$ cat src/rtl/nand_eng_pkg.sv
package nand_eng_pkg;

  typedef enum logic [1:0] {
    MODE_WRITE = 2'd0,
    MODE_READ  = 2'd1,
    MODE_WAIT  = 2'd2,
    MODE_RSVD  = 2'd3
  } mode_e;

  typedef enum logic [1:0] {
    SPACE_DATA = 2'd0,
    SPACE_CMD  = 2'd1,
    SPACE_ADDR = 2'd2,
    SPACE_RSVD = 2'd3
  } space_e;

  typedef enum logic [2:0] {
    S_IDLE,
    S_FETCH,
    S_ASET,
    S_STROBE,
    S_HOLD,
    S_WAIT,
    S_DONE
  } state_e;

  // zero in a strobe or hold field stands for the longest span
  function automatic logic [8:0] span_of(input logic [7:0] f);
    return (f == 8'd0) ? 9'd256 : {1'b0, f};
  endfunction

endpackage

$ cat src/rtl/nand_eng_sync.sv
module nand_eng_sync #(
  parameter int WIDTH  = 4,
  parameter int STAGES = 2
) (
  input  logic             clk,
  input  logic             rst,
  input  logic [WIDTH-1:0] d,
  output logic [WIDTH-1:0] q
);
  logic [WIDTH-1:0] stg [STAGES];

  always_ff @(posedge clk) begin
    if (rst) begin
      for (int i = 0; i < STAGES; i++) stg[i] <= '0;
    end else begin
      stg[0] <= d;
      for (int i = 1; i < STAGES; i++) stg[i] <= stg[i-1];
    end
  end

  assign q = stg[STAGES-1];
endmodule

$ cat src/rtl/nand_eng_tick.sv
module nand_eng_tick #(
  parameter int W = 16
) (
  input  logic         clk,
  input  logic         rst,
  input  logic         clr,
  input  logic         en,
  output logic [W-1:0] cnt
);
  always_ff @(posedge clk) begin
    if (rst || clr) cnt <= '0;
    else if (en)    cnt <= cnt + W'(1);
  end
endmodule

$ cat src/rtl/nand_cycle_engine.sv
module nand_cycle_engine
  import nand_eng_pkg::*;
#(
  parameter int NCHIP       = 4,
  parameter int CNT_W       = 12,
  parameter int TO_W        = 16,
  parameter int SYNC_STAGES = 2,
  localparam int CS_W       = (NCHIP > 1) ? $clog2(NCHIP) : 1
) (
  input  logic             clk,
  input  logic             rst,
  input  logic             cmd_valid,
  output logic             cmd_ready,
  input  logic [1:0]       cmd_mode,
  input  logic [1:0]       cmd_space,
  input  logic             cmd_incr,
  input  logic             cmd_lock_cs,
  input  logic [CS_W-1:0]  cmd_chip,
  input  logic [CNT_W-1:0] cmd_count,
  input  logic [7:0]       cfg_addr_setup,
  input  logic [7:0]       cfg_data_setup,
  input  logic [7:0]       cfg_data_hold,
  input  logic [2:0]       cfg_sample_extra,
  input  logic [TO_W-1:0]  cfg_busy_timeout,
  input  logic [7:0]       wr_data,
  input  logic             wr_valid,
  output logic             wr_ready,
  output logic [7:0]       rd_data,
  output logic             rd_valid,
  input  logic             rd_ready,
  output logic [7:0]       nand_dq_out,
  output logic             nand_dq_oe,
  input  logic [7:0]       nand_dq_in,
  output logic             nand_cle,
  output logic             nand_ale,
  output logic [NCHIP-1:0] nand_ce_n,
  output logic             nand_we_n,
  output logic             nand_re_n,
  input  logic [NCHIP-1:0] nand_rb,
  output logic             done,
  output logic             timeout_err
);

  state_e           st, st_nx;
  mode_e            c_mode;
  space_e           c_space;
  logic             c_incr, c_lock;
  logic [CS_W-1:0]  c_chip;
  logic [CNT_W-1:0] c_count;
  logic [7:0]       dq_q, rd_q;
  logic             rd_vld, captured, err_q;
  logic             ce_act;
  logic [CS_W-1:0]  ce_chip;
  logic [NCHIP-1:0] rb_s;
  logic [TO_W-1:0]  ph_cnt;
  logic [CNT_W-1:0] idx;

  logic             accept, is_wr, in_bus, hold_done, is_last, sel_rdy;
  logic             do_capture, wait_expire;
  logic [TO_W-1:0]  a_last, s_last, h_last;

  // ready/busy lines cross into the engine clock
  nand_eng_sync #(.WIDTH(NCHIP), .STAGES(SYNC_STAGES)) u_rb_sync (
    .clk(clk), .rst(rst), .d(nand_rb), .q(rb_s)
  );

  // cycles spent in the present state
  nand_eng_tick #(.W(TO_W)) u_phase (
    .clk(clk), .rst(rst), .clr(st_nx != st), .en(1'b1), .cnt(ph_cnt)
  );

  // bytes finished in the present word
  nand_eng_tick #(.W(CNT_W)) u_bytes (
    .clk(clk), .rst(rst), .clr(accept), .en(hold_done), .cnt(idx)
  );

  assign accept    = (st == S_IDLE) && cmd_valid;
  assign is_wr     = (c_mode == MODE_WRITE);
  assign in_bus    = (st == S_ASET) || (st == S_STROBE) || (st == S_HOLD);
  assign a_last    = TO_W'(cfg_addr_setup) - TO_W'(1);
  assign s_last    = TO_W'(span_of(cfg_data_setup)) - TO_W'(1);
  assign h_last    = TO_W'(span_of(cfg_data_hold)) - TO_W'(1);
  assign is_last   = (idx == c_count - CNT_W'(1));
  assign sel_rdy   = rb_s[c_chip];
  assign hold_done = (st == S_HOLD) && (ph_cnt >= h_last) &&
                     (is_wr || captured) && !rd_vld;
  assign do_capture  = (st == S_HOLD) && !is_wr && !captured &&
                       (ph_cnt == TO_W'(cfg_sample_extra));
  assign wait_expire = (st == S_WAIT) && !sel_rdy && (ph_cnt == cfg_busy_timeout);

  // first bus state of a byte: writes fetch data, setup phase only if nonzero
  function automatic state_e byte_entry(input mode_e m, input logic [7:0] a);
    if (m == MODE_WRITE)  return S_FETCH;
    else if (a == 8'd0)   return S_STROBE;
    else                  return S_ASET;
  endfunction

  always_comb begin
    st_nx = st;
    unique case (st)
      S_IDLE: if (cmd_valid) begin
        if (mode_e'(cmd_mode) == MODE_WAIT)  st_nx = S_WAIT;
        else if (cmd_count == '0)            st_nx = S_DONE;
        else st_nx = byte_entry(mode_e'(cmd_mode), cfg_addr_setup);
      end
      S_FETCH:  if (wr_valid) st_nx = (cfg_addr_setup == 8'd0) ? S_STROBE : S_ASET;
      S_ASET:   if (ph_cnt == a_last) st_nx = S_STROBE;
      S_STROBE: if (ph_cnt == s_last) st_nx = S_HOLD;
      S_HOLD:   if (hold_done) st_nx = is_last ? S_DONE : byte_entry(c_mode, cfg_addr_setup);
      S_WAIT:   if (sel_rdy || wait_expire) st_nx = S_DONE;
      S_DONE:   st_nx = S_IDLE;
      default:  st_nx = S_IDLE;
    endcase
  end

  always_ff @(posedge clk) begin
    if (rst) begin
      st       <= S_IDLE;
      c_mode   <= MODE_WRITE;
      c_space  <= SPACE_DATA;
      c_incr   <= 1'b0;
      c_lock   <= 1'b0;
      c_chip   <= '0;
      c_count  <= '0;
      dq_q     <= '0;
      rd_q     <= '0;
      rd_vld   <= 1'b0;
      captured <= 1'b0;
      err_q    <= 1'b0;
      ce_act   <= 1'b0;
      ce_chip  <= '0;
    end else begin
      st <= st_nx;
      if (accept) begin
        c_mode  <= mode_e'(cmd_mode);
        c_space <= space_e'(cmd_space);
        c_incr  <= cmd_incr;
        c_lock  <= cmd_lock_cs;
        c_chip  <= cmd_chip;
        c_count <= cmd_count;
        ce_act  <= 1'b1;
        ce_chip <= cmd_chip;
      end
      if (st == S_DONE) ce_act <= c_lock;
      if ((st == S_FETCH) && wr_valid) dq_q <= wr_data;
      if (st == S_STROBE) captured <= 1'b0;
      else if (do_capture) captured <= 1'b1;
      if (do_capture) begin
        rd_q   <= nand_dq_in;
        rd_vld <= 1'b1;
      end else if (rd_ready) begin
        rd_vld <= 1'b0;
      end
      if (wait_expire) err_q <= 1'b1;
    end
  end

  // bus pins decode registered state only
  assign cmd_ready   = (st == S_IDLE);
  assign wr_ready    = (st == S_FETCH);
  assign done        = (st == S_DONE);
  assign timeout_err = err_q;
  assign rd_data     = rd_q;
  assign rd_valid    = rd_vld;
  assign nand_dq_out = dq_q;
  assign nand_dq_oe  = in_bus && is_wr;
  assign nand_we_n   = !((st == S_STROBE) && is_wr);
  assign nand_re_n   = !((st == S_STROBE) && !is_wr);
  assign nand_cle    = in_bus && (c_space == SPACE_CMD) && ((idx == '0) || !c_incr);
  assign nand_ale    = in_bus && ((c_space == SPACE_ADDR) ||
                                  ((c_space == SPACE_CMD) && c_incr && (idx != '0)));
  assign nand_ce_n   = ce_act ? ~(NCHIP'(1) << ce_chip) : {NCHIP{1'b1}};

endmodule

$ cat config.mk
export PLATFORM = sky130hd
export DESIGN_NAME = nand_cycle_engine
export DESIGN_NICKNAME = d
export VERILOG_FILES = /design/src/rtl/nand_eng_pkg.sv /design/src/rtl/nand_eng_sync.sv /design/src/rtl/nand_eng_tick.sv /design/src/rtl/nand_cycle_engine.sv
export SDC_FILE = /design/constraint.sdc
export NUM_CORES = 1
export LEC_CHECK = 0
export ABC_AREA = 1
export CORE_MARGIN = 1
export CORE_UTILIZATION = 55
export CTS_CLUSTER_DIAMETER = 200
export DETAILED_ROUTE_END_ITERATION = 12
export DONT_BUFFER_PORTS = 1
export GPL_TIMING_DRIVEN = 0
export PLACE_DENSITY = 0.72
export REMOVE_ABC_BUFFERS = 1
export SKIP_CTS_REPAIR_TIMING = 1
export SYNTH_ARGS = -nofsm -noshare
export SYNTH_HDL_FRONTEND = slang
export SYNTH_HIERARCHICAL = 1
export SYNTH_SLANG_ARGS = --single-unit
$ cat constraint.sdc
create_clock -name clk -period 6 [get_ports clk]
set_input_delay 0.3 -clock clk [delete_from_list [all_inputs] [get_ports clk]]
set_output_delay 0.3 -clock clk [all_outputs]
set_load 0.02 [all_outputs]
==> results.json, run 1 <==
{
  "status": "finished, final reports clean",
  "synth.distinct_cells": 37,
  "grt_usage_pct": 26.93,
  "portBuffers": 0,
  "syn_area_um2": 5405,
  "viasPerCell": 5.389,
  "cts_sinks": 79,
  "hold_class": "primary input to flop",
  "hold_depth": 1,
  "synth.yosys.seq_area_share_pct": 29.26,
  "cp_max_fo": 11,
  "wl_mm": 13.44,
  "num_vias": 5378,
  "drc": 0,
  "die-width_um": 101.1,
  "worst_slew_pin_slew_ps": 905.1,
  "synth-warning-count": 6,
  "fin_cells": 998,
  "cts_buffers": 9,
  "peakVddDrop_mv": 0.2022,
  "finalSetupViolations": 0,
  "drt_iter0_drc": 200,
  "dr.pass1.iters": 5,
  "hpwl_mm": 10.44,
  "syn_inst": 858,
  "core_um2": 9371,
  "criticalPathCategory": "primary input to flop",
  "start_util_pct": 57.68,
  "cp.depth": 24,
  "drive_gt1_share_pct": 5.178,
  "dp.cells": 981,
  "grt_pass1_vias": 5008,
  "rows": 35,
  "area_delta_synth_final_pct": 6.065,
  "finClkSkew_ps": 14.98,
  "die_area_um2": 10230,
  "drv_slew": 0,
  "grt_pass1_wl_mm": 21.98,
  "antenna_found_initial": 0,
  "crit_top_cell": "nor2_1",
  "layout_common_cells": "183 x nand2_1, 142 x nor2_1, 112 x inv_1, 79 x dfxtp_1, 66 x a21oi_1",
  "wl_per_cell_um": 13.47,
  "fin_area_um2": 5733,
  "worstSkewPairLatency_ps": 360,
  "ys_seq_elements": 79,
  "postSynth.asyncResetShare_pct": 0,
  "ant_nets": 0,
  "cp_num_buf_inv": 3,
  "overflow": 0,
  "reg2regPathDepth": 14,
  "fill_cells": 943,
  "final_nets": 975,
  "fin_tns_setup_ps": 0,
  "h-tree-depth": 3,
  "maxCapViolCount": 0,
  "min_period_over_period_pct": 80.26,
  "clockBufferDepth": 2,
  "hold_violations": 0,
  "tritoncts": "done",
  "crit_arrival_ps": 5130,
  "cp_cell_sequence": "inv_1, ha_1, nand3_1, nor3_1, a21oi_1, nor4_1, nand2_1, nor2_1, o21ai_0, ha_1, nand2_1, o21a_1, nor2_1, nor2_1, a21oi_1, nand3_1, nand2_1, inv_1, nand3_1, nand3_2, nor2_1, inv_1, a21oi_1, o21a_1",
  "cp_slowest_stage_delay_ps": 680,
  "clkTransAtPathRegs_ps": 90,
  "gp_congestion": 0.9148,
  "synth_area_per_cell_um2": 6.300,
  "grt_start_max_net_pins": 38,
  "diodes": 0,
  "final_common_cell": "nand2_1",
  "grt_setup_unrepaired": "false",
  "synth-edff-count": 0,
  "cts-root-buf": "clkbuf_8",
  "ys.flop_type": "dfxtp_1",
  "period_minus_slack_ps": 4816,
  "leakage_nw": 2.512,
  "critPathSlowestCell": "a21oi_1",
  "hold_slack_ps": 20.99,
  "p_per_area_nw_per_um2": 224.1,
  "crit_family": "simple AND/OR/NAND/NOR gates",
  "worstPathRequired_ps": 6310,
  "max_freq_mhz": 207.6,
  "relSlewSlack_pct": 39.11,
  "chipHeight_um": 101.1,
  "crit_path_start_kind": "primary input",
  "ios": 118,
  "worst_setup_path_end_kind": "flop",
  "postPlaceCellArea_um2": 5513
}
[layout make-up]
type                       count  area, um^2  area share, %
timing repair buffer           1       10.01         0.1746
sequential                    79        1582          27.59
inverter                     117       439.2          7.660
multi-input combinational    656        3331          58.10
clock inverter                 7       86.33          1.506
tap                          129       161.4          2.815
clock buffer                   9       123.9          2.161
[worst paths after layout]
kind | startpoint | to | slack (ps)
hold reg to reg | u_rb_sync/stg[0][0] | u_rb_sync/stg[0][4] | 410
setup / recovery | cfg_data_hold[0] | u_phase/cnt[8] | 1180
setup reg to reg | st[1] | u_phase/cnt[8] | 2140
hold / removal | rst | captured | 20
[per-layer routing]
| metal | vias up | track usage (%) | routed length, um |
|---|---|---|---|
| met4 | 0 | 6.912 | 248 |
| met2 | 140 | 47.99 | 6542 |
| li1 | 2760 | - | - |
| met5 | - | 0 | 0 |
| met3 | 20 | 6.142 | 663 |
| met1 | 2458 | 32.66 | 5986 |
[registers in the layout, indices dropped and copies added (netlist names)]
name,flops
c_count,12
c_incr,1
c_lock,1
c_mode,2
c_space,2
captured,1
ce_act,1
ce_chip,2
nand_dq_out,8
rd_data,8
rd_valid,1
st,3
timeout_err,1
u_bytes/cnt,12
u_phase/cnt,16
u_rb_sync/stg,8
[synth_stat cells (3+ instances only)]
cell	n	area, um^2
a21oi_1	66	330.3
ha_1	23	287.8
xor2_1	23	201.4
nand2_2	8	50.05
o21ai_1	6	30.03
nand3b_1	5	37.54
clkbuf_1	7	26.28
o21a_1	4	30.03
nor3_1	16	80.08
xnor2_1	13	113.9
nand2_1	183	686.9
nor4_1	6	37.54
o21ai_0	48	240.2
or2_2	3	18.77
nor2_2	4	25.02
nor2_1	142	533.0
buf_4	4	30.03
dfxtp_1	79	1582
nor2_4	5	56.30
nand4_1	14	87.58
nand3_1	63	315.3
a211oi_1	3	22.52
nand3_2	3	30.03
inv_1	112	420.4
inv_2	3	11.26
[report_power, final]
part           leakage [nW]  switching, mW  internal (mW)
Sequential            0.644         0.0316          0.553
Clock                 0.104          0.222          0.202
Combinational          1.76          0.182         0.0941
Total                  2.51          0.436          0.849
[worst register-to-register path, stage by stage (launching register included)]
cell	delay, ps
dfxtp_1	360
nor3_1	720
nand2_2	590
clkinv_1	420
a21oi_1	120
nand2_1	90
nor2_1	50
nand2_1	60
inv_1	60
nand3_1	80
nand3_2	70
nor2_1	560
inv_1	300
a21oi_1	190
o21a_1	140
[cells by family after synthesis]
logic type      count (synthesis)  synth area share, %
compound gates                134                13.17
xor+xnor                       36                5.833
simple gates                  454                36.67
fa+ha+maj                      23                5.324
other cells                     1              0.06938
buf+inv                       131                9.676
flops                          79                29.26
[stage by stage]
| step | power (mW) | setup slack, ps | util, % |
|---|---|---|---|
| floorplan | 0.8097 | 1923 | - |
| global placement | 0.8589 | 1002 | 58.83 |
| detailed placement | 0.8665 | 876.5 | 58.83 |
| CTS | 1.290 | 1252 | 61.07 |
| global route | 1.363 | 638.2 | 61.17 |
| finish | 1.285 | 1184 | 61.17 |
(Power assumes the default switching activity.)
==> inputs of run 2 (changes only) <==
clock period = 4.75 ns   (was 6 ns; I/O delays follow)
==> results.json, run 2 (synthesis gave the netlist of run 1 again) <==
{
  "status": "finished, final reports clean",
  "crit_path_start_kind": "primary input",
  "regArea_um2": 1582,
  "largest_reg_flops": 16,
  "antenna_found_initial": 0,
  "reg_top3": "u_phase/cnt x16, c_count x12, u_bytes/cnt x12",
  "max_freq_mhz": 243.3,
  "rows": 35,
  "hold_depth": 2,
  "cp_slowest_stage_delay_ps": 420,
  "leakage_nw": 2.528,
  "fin_cells": 1002,
  "finalSetupViolations": 0,
  "drv_slew": 0,
  "hold_path_end": "c_count[10]",
  "reg2regPathDepth": 14,
  "postPlaceCellArea_um2": 5513,
  "grt_usage_pct": 26.93,
  "fin_area_um2": 5787,
  "hold_slack_ps": 12.84,
  "crit_arrival_ps": 4420,
  "dr_wl_met2_mm": 6.611,
  "core_um2": 9371,
  "peakVddDrop_mv": 0.2555,
  "p_per_area_nw_per_um2": 281.2,
  "power_frac_seq_pct": 45.4,
  "setup_slack_ps": 639.6,
  "multiInputGateArea_um2": 3344,
  "period_minus_slack_ps": 4110,
  "p_clk_share_pct": 32.9,
  "r2r_start": "st[1]",
  "grt_pass1_vias": 5008,
  "relSlewSlack_pct": 38.96,
  "p_int_mw": 1.075,
  "wl_per_cell_um": 13.42,
  "power_mw": 1.627,
  "p_switching_mw": 0.5524,
  "drc": 0,
  "min_period_over_period_pct": 86.54,
  "finClkSkew_ps": 14.54,
  "highest_layer": "met4",
  "clkTransAtPathRegs_ps": 90,
  "cts_buffers": 9,
  "worst-r2r-setup-slack_ps": 1150,
  "ant_nets": 0,
  "wl_mm": 13.45,
  "crit_top_cell": "nand2_1",
  "final_nets": 979,
  "grt_start_max_net_pins": 38,
  "largest_register": "u_phase/cnt",
  "layout_common_cells": "183 x nand2_1, 141 x nor2_1, 112 x inv_1, 79 x dfxtp_1, 65 x a21oi_1",
  "dpl_worst_slack_ps": -311.0,
  "die_area_um2": 10230,
  "gp_congestion": 0.9148,
  "grt_pass1_wl_mm": 21.98,
  "final_common_cell": "nand2_1",
  "drt_iter0_drc": 189,
  "area_delta_synth_final_pct": 7.060,
  "cts-root-buf": "clkbuf_8",
  "worst_slew_pin_slew_ps": 907.2,
  "sw_frac_of_total_pct": 33.95,
  "chipHeight_um": 101.1,
  "critPathSlowestCell": "ha_1",
  "hp-start": "cmd_count[10]",
  "maxCapViolCount": 0,
  "tritoncts": "done",
  "dr.pass1.iters": 4,
  "viasPerCell": 5.399,
  "overflow": 0,
  "worstPathRequired_ps": 5060,
  "worstSkewPairLatency_ps": 360,
  "dp.cells": 981,
  "hold_violations": 0,
  "hold_class": "primary input to flop",
  "num_vias": 5410,
  "cp_max_fo": 11,
  "die-width_um": 101.1,
  "fill_cells": 939,
  "combPwrFrac_pct": 21.7,
  "rr_endpoint": "u_phase/cnt[8]",
  "grt_setup_unrepaired": "false",
  "portBuffers": 0,
  "drive_gt1_share_pct": 5.384,
  "m1WireLength_mm": 5.974,
  "cts_sinks": 79,
  "h-tree-depth": 3,
  "criticalPathCategory": "primary input to flop",
  "diodes": 0,
  "worst_setup_path_end_kind": "flop",
  "wl_met3_um": 632,
  "clockBufferDepth": 2,
  "ios": 118,
  "start_util_pct": 57.68,
  "hpwl_mm": 10.44
}
[run 2: cell count changes in the layout (fill, tap and decap cells not counted), sizes merged]
cell	delta
dlygate4sd3	+4
[run 2: area by class of cell]
class | count | area share, %
sequential | 79 | 27.33
tap | 129 | 2.789
clock inverter | 7 | 1.492
timing repair buffer | 5 | 0.8649
multi-input combinational | 656 | 57.79
inverter | 117 | 7.589
clock buffer | 9 | 2.141
[run 2: worst max-delay path by stage]
| stage | cells after the start | end | slack [ps] | from |
|---|---|---|---|---|
| floorplan | 24 | u_phase/cnt[8] | 740 | cfg_data_hold[0] |
| global placement | 23 | u_phase/cnt[8] | -190 | cfg_data_hold[0] |
| detailed placement | 24 | u_phase/cnt[8] | -310 | cfg_data_hold[0] |
| CTS | 24 | u_phase/cnt[8] | 60 | cfg_data_hold[0] |
| global route | 23 | u_phase/cnt[8] | 140 | cfg_data_hold[0] |
| finish | 25 | u_phase/cnt[8] | 640 | cfg_data_hold[0] |
[run 2: critical path, delay by kind of cell]
family	cells	cell delay, ps
AND/OR/NAND/NOR	13	2040
AO/OA/AOI/OAI	7	1140
adder cells (fa/ha/maj)	2	630
buffers and inverters	3	390
[run 2: power groups by stage]
stage,clock network [mW],logic [mW],registers (mW)
after global routing,0.576,0.405,0.744
after global placement,0,0.333,0.752
final,0.536,0.353,0.738
after detailed placement,0,0.341,0.753
after floorplan,0,0.278,0.744
after CTS,0.547,0.344,0.738
[run 2: layer usage]
metal / vias up / global-route usage [%]
met2: 133 / 47.99
met3: 18 / 6.142
met5: - / 0
met4: 0 / 6.912
met1: 2488 / 32.66
li1: 2771 / -
[run 2: metrics by stage]
stage	utilization [%]	TNS, ps
detailed placement	58.83	-1461
finish	61.75	0
global placement	58.83	-562.0
CTS	61.07	0
global route	61.75	0
floorplan	-	0
==> inputs of run 3 (changes only) <==
CORE_ASPECT_RATIO = 1.2   (was unset)
==> results.json, run 3 (synthesis gave the netlist of run 1 again) <==
{
  "overflow": 0,
  "cts-root-buf": "clkbuf_16",
  "finClkSkew_ps": 6.006,
  "p_per_area_nw_per_um2": 312.9,
  "dp.cells": 975,
  "die_area_um2": 10230,
  "drt_iter0_drc": 234,
  "tritoncts": "done",
  "antenna_found_initial": 0,
  "reg_top3": "u_phase/cnt x16, c_count x12, u_bytes/cnt x12",
  "min_period_over_period_pct": 88.39,
  "h-tree-depth": 3,
  "grt_pass1_vias": 5043,
  "ant_nets": 0,
  "hold_slack_ps": -10.22,
  "grt_use_met1_pct": 28.88,
  "fin_cells": 992,
  "status": "finished, violations left",
  "wl_per_cell_um": 13.90,
  "crit_arrival_ps": 4490,
  "ios": 118,
  "gp_congestion": 0.9430,
  "cts_buffers": 9,
  "layout_common_cells": "183 x nand2_1, 141 x nor2_1, 112 x inv_1, 79 x dfxtp_1, 65 x a21oi_1",
  "drive_gt1_share_pct": 5.409,
  "peakVddDrop_mv": 0.1712,
  "grt_start_max_net_pins": 38,
  "clkTransAtPathRegs_ps": 70,
  "largest_register": "u_phase/cnt",
  "largest_reg_flops": 16,
  "wl_mm": 13.79,
  "crit_path_start_kind": "primary input",
  "criticalPathCategory": "primary input to flop",
  "postPlaceCellArea_um2": 5505,
  "chipHeight_um": 110.6,
  "grt_pass1_wl_mm": 22.29,
  "power_frac_seq_pct": 40.5,
  "hpwl_mm": 10.59,
  "cp_max_fo": 11,
  "rows": 39,
  "core_um2": 9515,
  "maxCapViolCount": 0,
  "cp_cell_sequence": "inv_1, ha_1, nand3_1, nor3_1, a21oi_1, nor4_1, nand2_1, nor2_1, o21ai_1, ha_1, nand2_1, o21a_1, nor2_1, nor2_1, a21oi_2, nand3_1, nand2_1, inv_1, nand3_1, nand3_2, nor2_2, inv_1, a21oi_1, o21a_1",
  "cp_slowest_stage_delay_ps": 420,
  "busiest_layer": "met2",
  "grt_use_met2_pct": 51.06,
  "worst_setup_path_end_kind": "flop",
  "final_common_cell": "nand2_1",
  "portBuffers": 0,
  "sw_frac_of_total_pct": 32.15,
  "grt_usage_pct": 27.07,
  "violations": "hold timing",
  "fill_cells": 933,
  "combPwrFrac_pct": 19.1,
  "worst_slew_pin_slew_ps": 934.3,
  "final_nets": 975,
  "period_minus_slack_ps": 4199,
  "p_clk_share_pct": 40.4,
  "drc": 0,
  "drv_slew": 0,
  "power_mw": 1.825,
  "relSlewSlack_pct": 37.14,
  "clockBufferDepth": 2,
  "viasPerCell": 5.371,
  "num_vias": 5328,
  "hold_class": "primary input to flop",
  "p_switching_mw": 0.5867,
  "area_delta_synth_final_pct": 7.917,
  "dr.pass1.iters": 5,
  "fin_util_pct": 61.30,
  "diodes": 0,
  "worstSkewPairLatency_ps": 350,
  "finalSetupViolations": 0,
  "p_int_mw": 1.239,
  "critPathSlowestCell": "ha_1",
  "use_met3_pct": 4.477,
  "max_freq_mhz": 238.2,
  "start_util_pct": 56.80,
  "fin_area_um2": 5833,
  "die-width_um": 92.50,
  "leakage_nw": 2.558,
  "cts_sinks": 79,
  "hold_violations": 4,
  "worstPathRequired_ps": 5040
}
==> run 3: cell count changes in the layout (fill, tap and decap cells not counted), sizes merged <==
cell         delta
clkinv          -1
dlygate4sd3     -4
inv             +1
==> run 3: path summary, 6_finish.rpt <==
path,startpoint,to,slack [ps],cells after the start
min reg2reg,u_rb_sync/stg[0][0],u_rb_sync/stg[0][4],400,2
min,nand_rb[2],u_rb_sync/stg[0][2],-10,2
max reg2reg,st[1],u_phase/cnt[8],1180,14
max,cfg_data_hold[0],u_phase/cnt[8],550,24
==> run 3: layout make-up <==
type	count	area [um^2]	share of cell area [%]
Inverter	117	439.2	7.529
Sequential cell	79	1582	27.11
Multi-Input combinational cell	656	3337	57.21
Timing Repair Buffer	1	10.01	0.1716
Tap cell	123	153.9	2.638
Clock buffer	9	225.2	3.861
Clock inverter	7	86.33	1.480
==> run 3: routing by layer <==
metal | vias to the layer above | routed length, um
met1 | 2401 | 5583
met3 | 28 | 650
li1 | 2774 | -
met5 | - | 0
met2 | 125 | 7165
met4 | 0 | 392
==> run 3: worst max-delay path, delay by kind of cell <==
kind            cells  cell delay [ps]
buf+inv             3              360
compound gates      6             1260
simple gates       13             1990
fa+ha+maj           2              630
==> run 3: per-stage QoR <==
| stage | worst slack [ps] | TNS [ps] | hold WS (ps) |
|---|---|---|---|
| floorplan | 735.9 | 0 | 306.6 |
| global placement | -413.7 | -2860 | 310.6 |
| detailed placement | -548.6 | -4981 | 311.1 |
| CTS | -231.7 | -737.3 | -52.15 |
| global route | -1.909 | -1.909 | 0.1797 |
| finish | 551.3 | 0 | -10.22 |
==> run 3: power by group through the flow <==
stage	clock, mW	combinational (mW)	sequential, mW
floorplan	0	0.278	0.744
global placement	0	0.332	0.752
detailed placement	0	0.342	0.753
CTS	0.745	0.344	0.739
global route	0.775	0.397	0.744
finish	0.737	0.349	0.739
